--- config.mk ---
export PLATFORM = sky130hd
export DESIGN_NAME = adc_seq
export DESIGN_NICKNAME = d
export VERILOG_FILES = /design/src/rtl/adc_seq_pkg.sv /design/src/rtl/adc_seq_clkdiv.sv /design/src/rtl/adc_seq_ctrl.sv /design/src/rtl/adc_seq.sv
export SDC_FILE = /design/constraint.sdc
export NUM_CORES = 1
export LEC_CHECK = 0
export BUFFER_PORTS_ARGS = -buffer_cell sky130_fd_sc_hd__buf_2
export CAP_MARGIN = 15
export CORE_MARGIN = 2
export CORE_UTILIZATION = 57
export CTS_CLUSTER_DIAMETER = 50
export CTS_CLUSTER_SIZE = 30
export DETAILED_ROUTE_END_ITERATION = 6
export PLACE_DENSITY = 0.8
export SLEW_MARGIN = 20
export SYNTH_ARGS = -nofsm -noshare
export SYNTH_HDL_FRONTEND = slang
export SYNTH_SLANG_ARGS = --single-unit
--- constraint.sdc ---
create_clock -name clk -period 3.73 [get_ports clk]
set_clock_uncertainty 0.2 [all_clocks]
set_input_delay 0.1865 -clock clk [delete_from_list [all_inputs] [get_ports clk]]
set_output_delay 0.1865 -clock clk [all_outputs]
set_load 0.05 [all_outputs]
--- src/rtl/adc_seq_pkg.sv ---
package adc_seq_pkg;

  typedef enum logic [2:0] {
    PH_IDLE,
    PH_RST,
    PH_SAMP,
    PH_CONV,
    PH_LOAD,
    PH_GAP
  } phase_e;

endpackage

--- src/rtl/adc_seq_clkdiv.sv ---
module adc_seq_clkdiv #(
  parameter int STEP  = 2,
  parameter int SEL_W = 2
) (
  input  logic             clk,
  input  logic             rst_n,
  input  logic             run,
  input  logic [SEL_W-1:0] sel,
  output logic             tick
);

  localparam int MAX_DIV = STEP * (1 << SEL_W);
  localparam int CW      = $clog2(MAX_DIV);

  logic [CW-1:0] cnt_q, cnt_d, lim;

  always_comb begin
    lim  = CW'(STEP * (int'(sel) + 1) - 1);
    tick = run && (cnt_q == lim);
    if (!run || tick) cnt_d = '0;
    else              cnt_d = cnt_q + 1'b1;
  end

  always_ff @(posedge clk or negedge rst_n) begin
    if (!rst_n) cnt_q <= '0;
    else        cnt_q <= cnt_d;
  end

  AST_TICK_SINGLE: assert property (@(posedge clk) disable iff (!rst_n)
    tick |=> !tick);
  AST_CNT_BOUND: assert property (@(posedge clk) disable iff (!rst_n)
    run |-> cnt_q <= lim);

endmodule

--- src/rtl/adc_seq_ctrl.sv ---
module adc_seq_ctrl
  import adc_seq_pkg::*;
#(
  parameter int RES_W    = 8,
  parameter int SAMP_CYC = 7
) (
  input  logic             clk,
  input  logic             rst_n,
  input  logic             run,
  input  logic             lp_req,
  input  logic             cont_mode,
  input  logic             tick,
  input  logic             cmp_in,
  output logic             samp_en,
  output logic             pwr_en,
  output logic [RES_W-1:0] dac_code,
  output logic             load_stb,
  output logic             done
);

  localparam int SC_MAX = (SAMP_CYC > RES_W) ? SAMP_CYC : RES_W;
  localparam int SC_W   = $clog2(SC_MAX);

  phase_e           phase_q, phase_d, ph_eff;
  logic [SC_W-1:0]  sub_q, sub_d, bidx;
  logic [RES_W-1:0] trial_q, trial_d;
  logic             active;

  always_comb begin
    ph_eff   = (phase_q == PH_IDLE) ? PH_RST : phase_q;
    active   = run && !lp_req;
    bidx     = SC_W'(RES_W - 1) - sub_q;
    phase_d  = phase_q;
    sub_d    = sub_q;
    trial_d  = trial_q;
    load_stb = 1'b0;
    if (!run) begin
      phase_d = PH_IDLE;
      sub_d   = '0;
    end else if (lp_req) begin
      phase_d = PH_RST;
      sub_d   = '0;
    end else if (tick) begin
      case (ph_eff)
        PH_RST: begin
          phase_d = PH_SAMP;
          sub_d   = '0;
        end
        PH_SAMP: begin
          if (sub_q == SC_W'(SAMP_CYC - 1)) begin
            phase_d = PH_CONV;
            sub_d   = '0;
            trial_d = '0;
            trial_d[RES_W-1] = 1'b1;
          end else begin
            sub_d = sub_q + 1'b1;
          end
        end
        PH_CONV: begin
          trial_d[bidx] = cmp_in;
          if (bidx != '0) trial_d[bidx-1'b1] = 1'b1;
          if (sub_q == SC_W'(RES_W - 1)) begin
            phase_d = PH_LOAD;
            sub_d   = '0;
          end else begin
            sub_d = sub_q + 1'b1;
          end
        end
        PH_LOAD: begin
          load_stb = 1'b1;
          phase_d  = cont_mode ? PH_GAP : PH_IDLE;
        end
        PH_GAP:  phase_d = PH_RST;
        default: phase_d = PH_IDLE;
      endcase
    end
    samp_en  = active && (ph_eff == PH_SAMP);
    pwr_en   = active && (ph_eff != PH_GAP);
    done     = load_stb && !cont_mode;
    dac_code = trial_q;
  end

  always_ff @(posedge clk or negedge rst_n) begin
    if (!rst_n) begin
      phase_q <= PH_IDLE;
      sub_q   <= '0;
      trial_q <= '0;
    end else begin
      phase_q <= phase_d;
      sub_q   <= sub_d;
      trial_q <= trial_d;
    end
  end

  AST_LOAD_FOLLOWS_CONV: assert property (@(posedge clk) disable iff (!rst_n)
    (phase_q == PH_LOAD && $past(phase_q) != PH_LOAD) |-> $past(phase_q) == PH_CONV);
  AST_SAMP_AFTER_RST: assert property (@(posedge clk) disable iff (!rst_n)
    $rose(samp_en) |-> $past(ph_eff == PH_RST));
  AST_LP_RESTART: assert property (@(posedge clk) disable iff (!rst_n)
    (run && lp_req) |=> (phase_q == PH_RST && sub_q == '0));

endmodule

--- src/rtl/adc_seq.sv ---
module adc_seq #(
  parameter  int PRESC_STEP = 2,
  parameter  int CH_W       = 3,
  parameter  int RES_W      = 8,
  parameter  int SAMP_CYC   = 7,
  localparam int CFG_W      = CH_W + 4
) (
  input  logic             clk,
  input  logic             rst_n,
  input  logic             cfg_wr,
  input  logic [CFG_W-1:0] cfg_wdata,
  output logic [CFG_W-1:0] cfg_rdata,
  output logic [RES_W-1:0] res_rdata,
  output logic             res_invalid,
  input  logic             lp_req,
  output logic             adc_pwr_en,
  output logic             samp_en,
  output logic [RES_W-1:0] dac_code,
  output logic [CH_W-1:0]  chan_sel,
  input  logic             cmp_in
);

  logic             busy_q, busy_d, mode_q, mode_d;
  logic [1:0]       presc_q, presc_d;
  logic [CH_W-1:0]  chan_q, chan_d;
  logic [RES_W-1:0] res_q, res_d;
  logic             inv_q, inv_d, taint_q, taint_d;
  logic             tick, load_stb, done;

  adc_seq_clkdiv #(.STEP(PRESC_STEP), .SEL_W(2)) u_div (
    .clk  (clk),
    .rst_n(rst_n),
    .run  (busy_q && !lp_req),
    .sel  (presc_q),
    .tick (tick)
  );

  adc_seq_ctrl #(.RES_W(RES_W), .SAMP_CYC(SAMP_CYC)) u_ctrl (
    .clk      (clk),
    .rst_n    (rst_n),
    .run      (busy_q),
    .lp_req   (lp_req),
    .cont_mode(mode_q),
    .tick     (tick),
    .cmp_in   (cmp_in),
    .samp_en  (samp_en),
    .pwr_en   (adc_pwr_en),
    .dac_code (dac_code),
    .load_stb (load_stb),
    .done     (done)
  );

  always_comb begin
    busy_d  = busy_q;
    mode_d  = mode_q;
    presc_d = presc_q;
    chan_d  = chan_q;
    if (cfg_wr) begin
      busy_d = cfg_wdata[0];
      if (!busy_q) begin
        mode_d  = cfg_wdata[1];
        presc_d = cfg_wdata[3:2];
        chan_d  = cfg_wdata[CFG_W-1:4];
      end
    end else if (done) begin
      busy_d = 1'b0;
    end
    res_d = load_stb ? dac_code : res_q;
    inv_d = load_stb ? taint_q  : inv_q;
    if (!busy_q)      taint_d = 1'b0;
    else if (lp_req)  taint_d = 1'b1;
    else if (load_stb) taint_d = 1'b0;
    else              taint_d = taint_q;
  end

  always_ff @(posedge clk or negedge rst_n) begin
    if (!rst_n) begin
      busy_q  <= 1'b0;
      mode_q  <= 1'b0;
      presc_q <= '0;
      chan_q  <= '0;
      res_q   <= '0;
      inv_q   <= 1'b0;
      taint_q <= 1'b0;
    end else begin
      busy_q  <= busy_d;
      mode_q  <= mode_d;
      presc_q <= presc_d;
      chan_q  <= chan_d;
      taint_q <= taint_d;
      if (load_stb) begin
        res_q <= res_d;
        inv_q <= inv_d;
      end
    end
  end

  assign cfg_rdata   = {chan_q, presc_q, mode_q, busy_q};
  assign res_rdata   = res_q;
  assign res_invalid = inv_q;
  assign chan_sel    = chan_q;

  AST_CFG_LOCKED: assert property (@(posedge clk) disable iff (!rst_n)
    (busy_q && cfg_wr) |=> ($stable(mode_q) && $stable(presc_q) && $stable(chan_q)));
  AST_RES_ON_LOAD: assert property (@(posedge clk) disable iff (!rst_n)
    !$stable(res_q) |-> $past(load_stb));
  AST_SINGLE_DONE: assert property (@(posedge clk) disable iff (!rst_n)
    (done && !cfg_wr) |=> !busy_q);
  AST_LP_POWER_OFF: assert property (@(posedge clk) disable iff (!rst_n)
    (lp_req && busy_q) |=> busy_q || $past(cfg_wr));

endmodule

# [Yosys cells after proc, flatten, opt, wreduce, memory -nomap -nowiden]
# Cells that the tools add are included.
[totals] register_bits=34 elab_cells=90
[classes] addsub=6 n_lt_le_gt_ge=4 n_eq_ne=15 mux=32 bitwise_logic=3 reduce_logical=19
[ops] op="two-way mux 3 bit" n=13
[ops] op="two-way mux 8 bit" n=2
[ops] op="one-hot mux 8 bit (2 select lines)" n=1
[ops] op="one-hot mux 3 bit (5 select lines)" n=1
[ops] op="equality test 3 bit (second input constant)" n=4
[ops] op="two-way mux 1 bit" n=11
[ops] op="one-hot mux 3 bit (3 select lines)" n=1
[ops] op="bitwise mux 8 bit" n=1
[ops] op="less-than comparator 3 x 4 -> 1 bit (second input constant)" n=2
[ops] op="!= test 4 x 3 -> 1 bit (second input constant)" n=2
[ops] op="bitwise OR 8 bit" n=1
[ops] op="logical AND 1 bit" n=7
[ops] op="adder 3 x 1 -> 3 bit (second input constant)" n=2
[ops] op="demux 1 bit (select 3 bit)" n=2
[ops] op="equality test 3 x 2 -> 1 bit (second input constant)" n=2
[ops] op="greater-or-equal comparator 3 x 1 -> 1 bit (second input constant)" n=2
[ops] op="!= test 3 x 2 -> 1 bit (second input constant)" n=2
[ops] op="!= test 5 x 2 -> 1 bit (second input constant)" n=1
[ops] op="AND reduction 5 bit" n=1
[ops] op="AND reduction 2 bit" n=2
[ops] op="nonzero test 2 bit" n=2
[ops] op="equality test 3 x 1 -> 1 bit (second input constant)" n=1
[ops] op="equality test 3 bit" n=1
[ops] op="zero test 1 bit" n=3
[ops] op="11 further kinds" n=12

# [Depth between registers and ports, before layout]
# Gate-level depths: netlist of the first run.
[logic_depth] word_depth=10 depth_mapped=7 mapped_depth_nobuf=6

# [Hierarchy]
# From an unflattened synthesis of the first run, not the netlist that was laid out.
[hier_totals] hier_cells=179 area_unflattened_um2=1984.4
[by_module_without_submodules] mod="adc_seq_ctrl" n_inst=1 cells_each=120 area_per_inst_um2=1114.8 seq_area_each_um2=350.3
[by_module_without_submodules] mod="adc_seq" n_inst=1 cells_each=46 area_per_inst_um2=714.4 seq_area_each_um2=425.4
[by_module_without_submodules] mod="adc_seq_clkdiv" n_inst=1 cells_each=13 area_per_inst_um2=155.1 seq_area_each_um2=75.1

# [Worst setup path before layout of the first run]
# Ideal clock, no wire load.
[synth_path] kind="register to register" from="register presc_q[1]" to="register u_ctrl.trial_q[0], in the netlist u_ctrl.dac_code[0]" t_arrival_ns=1.839 required_time_ns=3.412 path_slack_ns=1.573 stages_incl_launch_ff=6 n_path_buf=1 period_less_slack_ns=2.157 cell_sequence="dfrtp_1 -> xnor2_1 -> nand3_1 -> or4_1 -> buf_2 -> a21o_1"
[synth_between] elab_chain_cells=5
[synth_rtl] element="start: declaration" line="adc_seq.sv:24" text="logic [1:0] presc_q, presc_d;"
[synth_rtl] element="start signal: assignment" line="adc_seq.sv:88" text="presc_q <= presc_d;"
[synth_rtl] element="adder 2 x 1 -> 2 bit" line="adc_seq_clkdiv.sv:18" text="lim = CW'(STEP * (int'(sel) + 1) - 1);"
[synth_rtl] element="subtractor 3 x 2 -> 3 bit" line="adc_seq_clkdiv.sv:18"
[synth_rtl] element="equality test 3 bit" line="adc_seq_clkdiv.sv:19" text="tick = run && (cnt_q == lim);"
[synth_rtl] element="logical AND 1 bit" line="adc_seq_clkdiv.sv:19"
[synth_rtl] element="AND reduction 5 bit (no line)"
[synth_rtl] element="end signal: assignment" line="adc_seq_ctrl.sv:91" text="trial_q <= trial_d;"
[synth_rtl] element="end: declaration" line="adc_seq_ctrl.sv:26" text="logic [RES_W-1:0] trial_q, trial_d;"
# No other way between the ends.
# A chain may end at the register's enable or synchronous reset.

# [Worst setup path in the final report of the first run]
[layout_path] from="input lp_req" to="register busy_q"
[layout_between] elab_chain_cells=8
[layout_rtl] element="start: declaration" line="adc_seq.sv:15" text="input logic lp_req,"
[layout_rtl] element="zero test 1 bit" line="adc_seq.sv:33" text=".run (busy_q && !lp_req),"
[layout_rtl] element="logical AND 1 bit" line="adc_seq.sv:33"
[layout_rtl] element="logical AND 1 bit" line="adc_seq_clkdiv.sv:19"
[layout_rtl] element="two-way mux 1 bit" line="adc_seq_ctrl.sv:43" text="end else if (tick) begin"
[layout_rtl] element="two-way mux 1 bit *" line="adc_seq_ctrl.sv:40" text="end else if (lp_req) begin"
[layout_rtl] element="two-way mux 1 bit *" line="adc_seq_ctrl.sv:37" text="if (!run) begin"
[layout_rtl] element="logical AND 1 bit *" line="adc_seq_ctrl.sv:79" text="done = load_stb && !cont_mode;"
[layout_rtl] element="nonzero test 2 bit (no line) *"
[layout_rtl] element="end signal: assignment" line="adc_seq.sv:86" text="busy_q <= busy_d;"
[layout_rtl] element="end: declaration" line="adc_seq.sv:23" text="logic busy_q, busy_d, mode_q, mode_d;"
# Every way passes the cells marked *; elsewhere a longest branch is shown, timed or not.

==> results.yml, run 1 <==
grt:
  grtUsageTotal: 0.241
  grt_overflow_total: 0
  grt_pass1_vias: 1461
  grt_pass1_wl_mm: 6.44
  grt_max_degree: 35
  antenna_found_initial: 0
clocking:
  clock_latency_ns: 0.34
  postCtsSetupBuffers: 0
  h-tree-depth: 2
  cts_made_buffers: 5
  ctsResizeCount: 0
  clkSlewWorstSetupHoldPaths_ns: 0.10
  clock_sinks: 34
  cts-hold-fix-buffers: 11
  root_buffer: "clkbuf_4"
  cts_buffer_depth: 2
  cts_tree: "done"
timing:
  fin_setup_tns_ns: 0
  relSlewSlack: 0.509
  worstMarginPinSlew_ns: 0.737
  setup_viol: 0
  post-route-period-util: 0.658
  fmax_mhz: 407
  final_hold_viol_count: 0
  drv_slew: 0
  rsz0062_at_grt: "false"
  min_period_ns: 2.45
final_layout:
  area_growth_pct: 20.1
  antennaDiodeCount: 0
  post_route_cells_drive_above_1_share: 0.233
  final_nets: 231
  fin_cells: 259
outcome:
  status: "complete, no violations"
worst_setup_path:
  critPathMaxStageDelay_ns: 0.57
  critPathArrivalTime_ns: 2.49
  cp_slowest_cell: "dlygate4sd3_1"
  criticalPathCategory: "in2reg"
  endpoint_kind: "flop"
  start_kind: "input pin"
  cpMostUsedCell: "dlygate4sd3_1"
  crit_required_ns: 3.76
  path_cells: "dlygate4sd3_1 -> buf_2 -> nand2b_1 -> nor3_1 -> nor2b_1 -> buf_4 -> a21oi_1 -> dlygate4sd3_1"
  critical_path.max_fanout: 11
logic_synthesis:
  ys_seq_area_frac: 0.471
  yosysTopAreaCellShare: 0.471
  synth_cell_types: 42
  syn_area_per_cell_um2: 10.5
  synth_ff_type: "dfrtp_1"
  synth_largest_area_cell: "dfrtp_1"
  synthTopCellsByArea: "dfrtp_1 (47%), mux2_1 (9.3%), ha_1 (3.5%)"
  ys_top_cells_by_count: "dfrtp_1 (34), mux2_1 (15), a21oi_1 (11), o21ai_0 (11), nand2_1 (9)"
  synthCells: 172
  syn_area_mm2: 0.00181
  async_reset_ff_frac: 1.00
  ys_ff_latch: 34
  synth_warnings: 0
  syn_nets: 189
  synth_edf_count: 0
  synth_most_common_cell: "dfrtp_1"
detailed_routing:
  first_pass_iters: 4
  postRouteAntennaNets: 0
  drt_iter0_drc: 44
  routed_wl_mm: 3.79
  post-route-drc-count: 0
  viasPerCell: 5.71
  wl_per_cell_um: 14.6
  vias: 1480
placed_design:
  dp_cells: 240
  placement.io_buffers: 40
  hpwl_mm: 2.60
  gp_congestion: 0.809
power_and_ir_drop:
  fin_total_pwr_uw: 821
  p_leak_nw: 1.10
  power_density_mw_per_mm2: 378
  peakVddDrop_v: 0.000308
floorplanning:
  die_y_um: 60.3
  rows: 20
  num_io_pins: 41
  coreArea_mm2: 0.00303
  start_util: 0.597
  die_area_mm2: 0.00364
  die_w_um: 60.3
job:
  maxCapViolations: 0
worst_hold_path:
  min_path_type: "in2reg"
==> cell usage in the layout (no fill, tap or decap), drive strengths merged, types with 2 or more instances in the layout <==
cell type,instances
clkbuf,8
xnor2,2
and3,3
nor4bb,2
inv,2
o21ai,13
nor2,6
nor4b,2
ha,5
mux2i,3
a31oi,5
a21oi,11
mux2,15
nand2b,5
a21o,7
or4,5
dlygate4sd3,11
nand4b,5
nor3,3
nor2b,3
nand2,9
dfrtp,34
buf,41
==> report_power, final <==
| part | internal [mW] | switching (mW) |
|---|---|---|
| registers | 0.387 | 0.0223 |
| clock network | 0.129 | 0.120 |
| logic | 0.0475 | 0.115 |
| total | 0.563 | 0.258 |
==> sequential cells by signal, summed over array words and instances (netlist names) <==
register	cells
busy_q	1
chan_sel	3
mode_q	1
presc_q	2
res_invalid	1
res_rdata	8
taint_q	1
u_ctrl.dac_code	8
u_ctrl.phase_q	3
u_ctrl.sub_q	3
u_div.cnt_q	3
==> final cells by class <==
| type | count | area, um^2 |
|---|---|---|
| Tap cell | 44 | 55.1 |
| Sequential cell | 34 | 851 |
| Clock buffer | 8 | 78.8 |
| Inverter | 2 | 7.51 |
| Fill cell | 220 | 857 |
| Multi-Input combinational cell | 119 | 861 |
| Timing Repair Buffer | 52 | 318 |
==> layer usage <==
layer / vias up / part of all wire / track usage
li1: 713 / - / -
met1: 710 / 0.41 / 0.290
met2: 48 / 0.52 / 0.407
met3: 9 / 0.048 / 0.0584
met4: 0 / 0.019 / 0.108
met5: - / 0 / 0
==> critical path, delay by kind of cell <==
family | cells | cell delay [ns]
AOI/OAI and AO/OA | 1 | 0.08
buffers and inverters | 4 | 1.47
and+or+nand+nor | 3 | 0.75
==> cell families after synthesis <==
| family | after synthesis | synth area share |
|---|---|---|
| AO/OA/AOI/OAI | 44 | 0.150 |
| XOR/XNOR | 3 | 0.0145 |
| adder cells (fa/ha/maj) | 5 | 0.0346 |
| AND/OR/NAND/NOR | 49 | 0.167 |
| multiplexers | 18 | 0.110 |
| buffers and inverters | 19 | 0.0533 |
| flip-flops | 34 | 0.471 |
==> stage by stage <==
step                      setup WS [ns]  utilization  cell area [um^2]  hold WS (ns)
after floorplan                    1.57            -              1810        -0.309
after detailed placement           1.36        0.655              1980        0.0886
after global placement             1.42        0.655              1980        0.0796
after CTS                          1.29        0.717              2170        0.0418
final                              1.28        0.717              2170        0.0534
after global routing               1.11        0.717              2170         0.114
==> path summary, 6_finish.rpt <==
kind                                      from            endpoint  slack [ns]  cells after the start
worst max-delay path                    lp_req              busy_q        1.28                      8
worst min-delay path                    cmp_in  u_ctrl.dac_code[7]        0.05                      3
worst max register to register  u_div.cnt_q[2]              busy_q        1.31                      6
worst min register to register    res_rdata[2]        res_rdata[2]        0.29                      1
max in group asynchronous                rst_n              busy_q        2.63                      2
min in group asynchronous                rst_n        res_rdata[3]        0.23                      2
(Power assumes the default switching activity.)
==> run 2, diff against run 1 <==
Settings changed: CORE_UTILIZATION 57 to 48, PLACE_DENSITY 0.8 to 0.71.
Clock period 3.73 ns to 2.1 ns, I/O delays scaled along.
==> results.yml, run 2 (synthesized netlist as in run 1, its figures left out) <==
outcome:
  status: "complete, no violations"
final_layout:
  area_growth_pct: 30.9
  antennaDiodeCount: 0
  final_cell_mix: "buf_2 (40), dfrtp_1 (31), mux2_1 (15)"
  utilization: 0.651
  final_common_cell: "buf_2"
  post_route_cells_drive_above_1_share: 0.317
  final_nets: 243
floorplanning:
  die_w_um: 65.4
  num_io_pins: 41
  start_util: 0.498
  rows: 22
  die_area_mm2: 0.00427
  die_y_um: 65.4
  coreArea_mm2: 0.00363
worst_setup_path:
  endpoint_kind: "flop"
  r2r_slack_ns: 0.11
  r2r_cells: 5
  critPathArrivalTime_ns: 1.97
  rr_startpoint: "u_ctrl.sub_q[0]"
  crit_required_ns: 2.07
  criticalPathCategory: "in2reg"
  critical_path.max_fanout: 8
  reg2reg_to: "u_ctrl.sub_q[1]"
  start_kind: "input pin"
clocking:
  postCtsSetupBuffers: 0
  clock_sinks: 34
  clock_latency_ns: 0.29
  clkSlewWorstSetupHoldPaths_ns: 0.07
  cts_buffer_depth: 2
  cts_tree: "done"
  h-tree-depth: 2
  cts_made_buffers: 5
  root_buffer: "clkbuf_8"
timing:
  fin_setup_tns_ns: 0
  post-route-period-util: 0.950
  fmax_mhz: 501
  setup_viol: 0
  rsz0062_at_grt: "false"
  worstMarginPinSlew_ns: 0.743
  drv_slew: 0
  fin_ws_ns: 0.105
  relSlewSlack: 0.505
  min_period_ns: 2.00
  final_hold_viol_count: 0
grt:
  grt_pass1_wl_mm: 6.74
  antenna_found_initial: 0
  grt_pass1_vias: 1494
  grt_overflow_total: 0
  grt_max_degree: 35
  grtUsageTotal: 0.203
power_and_ir_drop:
  peakVddDrop_v: 0.000646
  power_density_mw_per_mm2: 751
  p_leak_nw: 1.18
worst_hold_path:
  min_path_type: "in2reg"
  holdPathEnd: "u_ctrl.dac_code[7]"
  hold_start: "cmp_in"
  min_path_cells: 3
placed_design:
  hpwl_mm: 2.69
  dpl_worst_slack_ns: 0.0976
  placement.io_buffers: 40
  gp_congestion: 0.835
detailed_routing:
  post-route-drc-count: 0
  wl_per_cell_um: 14.3
  viasPerCell: 5.53
  drt_iter0_drc: 44
  first_pass_iters: 4
  routed_wl_mm: 3.92
  postRouteAntennaNets: 0
  vias: 1521
job:
  maxCapViolations: 0
[run 2: cell type report]
cell class                 instances  area, um^2
fill                             292        1270
multi-input combinational        119         893
sequential                        34         855
timing repair buffer              64         408
clock buffer                       6        82.6
clock inverter                     2        60.1
tap                               48        60.1
inverter                           2        7.51
[run 2: where the power goes]
part | total (mW) | internal (mW) | switching, mW
Clock | 0.746 | 0.506 | 0.240
Sequential | 0.723 | 0.689 | 0.0336
Combinational | 0.308 | 0.0923 | 0.215
Total | 1.78 | 1.29 | 0.489
[run 2: critical path, cell delays in order]
cell and delay [ns]:
dlygate4sd3_1 0.52, buf_2 0.16, nand2b_1 0.21, nor3_2 0.25, nor2b_4 0.20, buf_4 0.18, mux2_1 0.34
[run 2: through the flow]
step           cell area, um^2  hold slack, ns  std cells  power [mW]
3_3_place_gp              2080         0.00655        256        1.02
6_report                  2370          0.0240        275        1.78
5_1_grt                   2370          0.0709        275        1.85
4_1_cts                   2330         0.00173        275        1.79
2_1_floorplan             1810          -0.391        172       0.956
3_5_place_dp              2080          0.0156        256        1.02
[run 2: repair_timing]
action / CTS / global route
setup endpoints to repair: 0 / 18
endpoints found under the hold margin: 43 / 0
hold buffers: 11 / 0
resized for setup: 0 / 9
[run 2: metal layers]
| layer | up-vias | routed length [um] | global-route usage |
|---|---|---|---|
| met5 | - | 0 | 0 |
| met4 | 0 | 34 | 0.0469 |
| met3 | 4 | 220 | 0.0616 |
| met2 | 49 | 1980 | 0.353 |
| met1 | 730 | 1690 | 0.246 |
| li1 | 738 | - | - |
[run 2: worst max-delay path by stage]
stage / from / end / depth (start not counted)
2_1_floorplan: u_ctrl.sub_q[0] / u_ctrl.sub_q[1] / 7
3_3_place_gp: presc_q[0] / u_ctrl.dac_code[0] / 4
3_5_place_dp: presc_q[0] / res_rdata[0] / 6
4_1_cts: lp_req / res_rdata[0] / 7
5_1_grt: lp_req / res_rdata[4] / 7
6_report: lp_req / res_rdata[0] / 7
==> run 3, diff against run 2 <==
Settings changed: CELL_PAD_IN_SITES_DETAIL_PLACEMENT set to 0, CELL_PAD_IN_SITES_GLOBAL_PLACEMENT set to 2, CORE_UTILIZATION 48 to 30.
==> results.yml, run 3 (synthesized netlist as in run 1, its figures left out) <==
grt:
  met2_usage: 0.234
  grtUsageTotal: 0.139
  grt_overflow_total: 0
  use_met1: 0.173
  grt_pass1_vias: 1487
  use_met3: 0.0297
  antenna_found_initial: 0
  grt_pass1_wl_mm: 7.04
  busiest_layer: "met2"
  grt_max_degree: 35
detailed_routing:
  first_pass_iters: 4
  vias: 1550
  wl_per_cell_um: 14.2
  drt_iter0_drc: 71
  routed_wl_mm: 4.29
  viasPerCell: 5.13
  post-route-drc-count: 0
  postRouteAntennaNets: 0
clocking:
  cts_tree: "done"
  clkSlewWorstSetupHoldPaths_ns: 0.07
  cts_made_buffers: 5
  clock_latency_ns: 0.28
  clock_sinks: 34
  cts_buffer_depth: 2
  h-tree-depth: 2
  root_buffer: "clkbuf_8"
power_and_ir_drop:
  p_leak_nw: 1.16
  fin_total_pwr_mw: 1.53
  peakVddDrop_v: 0.000334
  power_density_mw_per_mm2: 653
timing:
  final_hold_viol_count: 0
  relSlewSlack: 0.496
  min_period_ns: 2.02
  drv_slew: 0
  fin_ws_ns: 0.0840
  post-route-period-util: 0.960
  setup_viol: 0
  fmax_mhz: 496
  rsz0062_at_grt: "true"
  hold_ws_ns: 0.0228
  fin_setup_tns_ns: 0
  worstMarginPinSlew_ns: 0.755
final_layout:
  final_nets: 243
  final_common_cell: "buf_2"
  area_growth_pct: 29.6
  final_cell_mix: "buf_2 (40), dfrtp_1 (32), mux2_1 (15)"
  n_fill_cell: 574
  post_route_cells_drive_above_1_share: 0.308
  utilization: 0.398
  antennaDiodeCount: 0
floorplanning:
  coreArea_mm2: 0.00589
  die_y_um: 81.6
  start_util: 0.307
  die_w_um: 81.6
  die_area_mm2: 0.00666
  rows: 28
  num_io_pins: 41
worst_setup_path:
  endpoint_kind: "flop"
  critical_path.max_fanout: 8
  critPathArrivalTime_ns: 1.98
  criticalPathCategory: "reg2reg"
  start_kind: "flop"
  crit_required_ns: 2.07
placed_design:
  placement.io_buffers: 40
  dpl_worst_slack_ns: 0.0543
  gp_congestion: 0.755
  hpwl_mm: 3.03
outcome:
  status: "complete, no violations"
worst_hold_path:
  min_path_type: "in2reg"
job:
  maxCapViolations: 0
[run 3: power breakdown]
part / switching (mW) / internal, mW
Combinational: 0.213 / 0.0928
Sequential: 0.0353 / 0.689
Clock: 0.235 / 0.263
[run 3: per-layer routing]
layer,share of wire,wire (um)
met3,0.039,167
met2,0.50,2160
met5,0,0
met1,0.44,1880
met4,0.016,70
[run 3: worst paths after layout]
path	startpoint	endpoint	slack, ns	cells after the start
worst max-delay path	presc_q[0]	u_ctrl.dac_code[4]	0.08	4
worst min-delay path	lp_req	u_div.cnt_q[2]	0.02	3
worst max register to register	presc_q[0]	u_ctrl.dac_code[4]	0.08	4
worst min register to register	res_rdata[4]	res_rdata[4]	0.28	1
max in group asynchronous	rst_n	presc_q[0]	0.94	2
min in group asynchronous	rst_n	chan_sel[1]	0.23	2
[run 3: per-stage QoR]
step | cell area [um^2] | cells
after floorplan | 1810 | 172
after global placement | 2110 | 283
after detailed placement | 2110 | 283
after CTS | 2320 | 302
after global routing | 2340 | 302
final | 2340 | 302
[run 3: final cells by class]
type,instances,area (um^2),area share
flip-flops and latches,34,853,0.364
clock inverters,2,12.5,0.00534
multi-input cells,119,885,0.378
well taps,75,93.8,0.0401
repair buffers,64,408,0.174
inverters,2,7.51,0.00321
clock buffers,6,82.6,0.0353
[run 3: worst max-delay path, cell delays in order (launching register included)]
cell,delay (ns)
dfrtp_2,0.42
xnor2_1,0.20
nand3_1,0.12
or4_1,0.72
a21o_1,0.24
[run 3: what timing repair did]
action,in CTS,in global routing
setup endpoints to repair,0,10
endpoints found under the hold margin,43,0
resized for setup,0,6
setup buffers,0,0
hold buffers,11,0
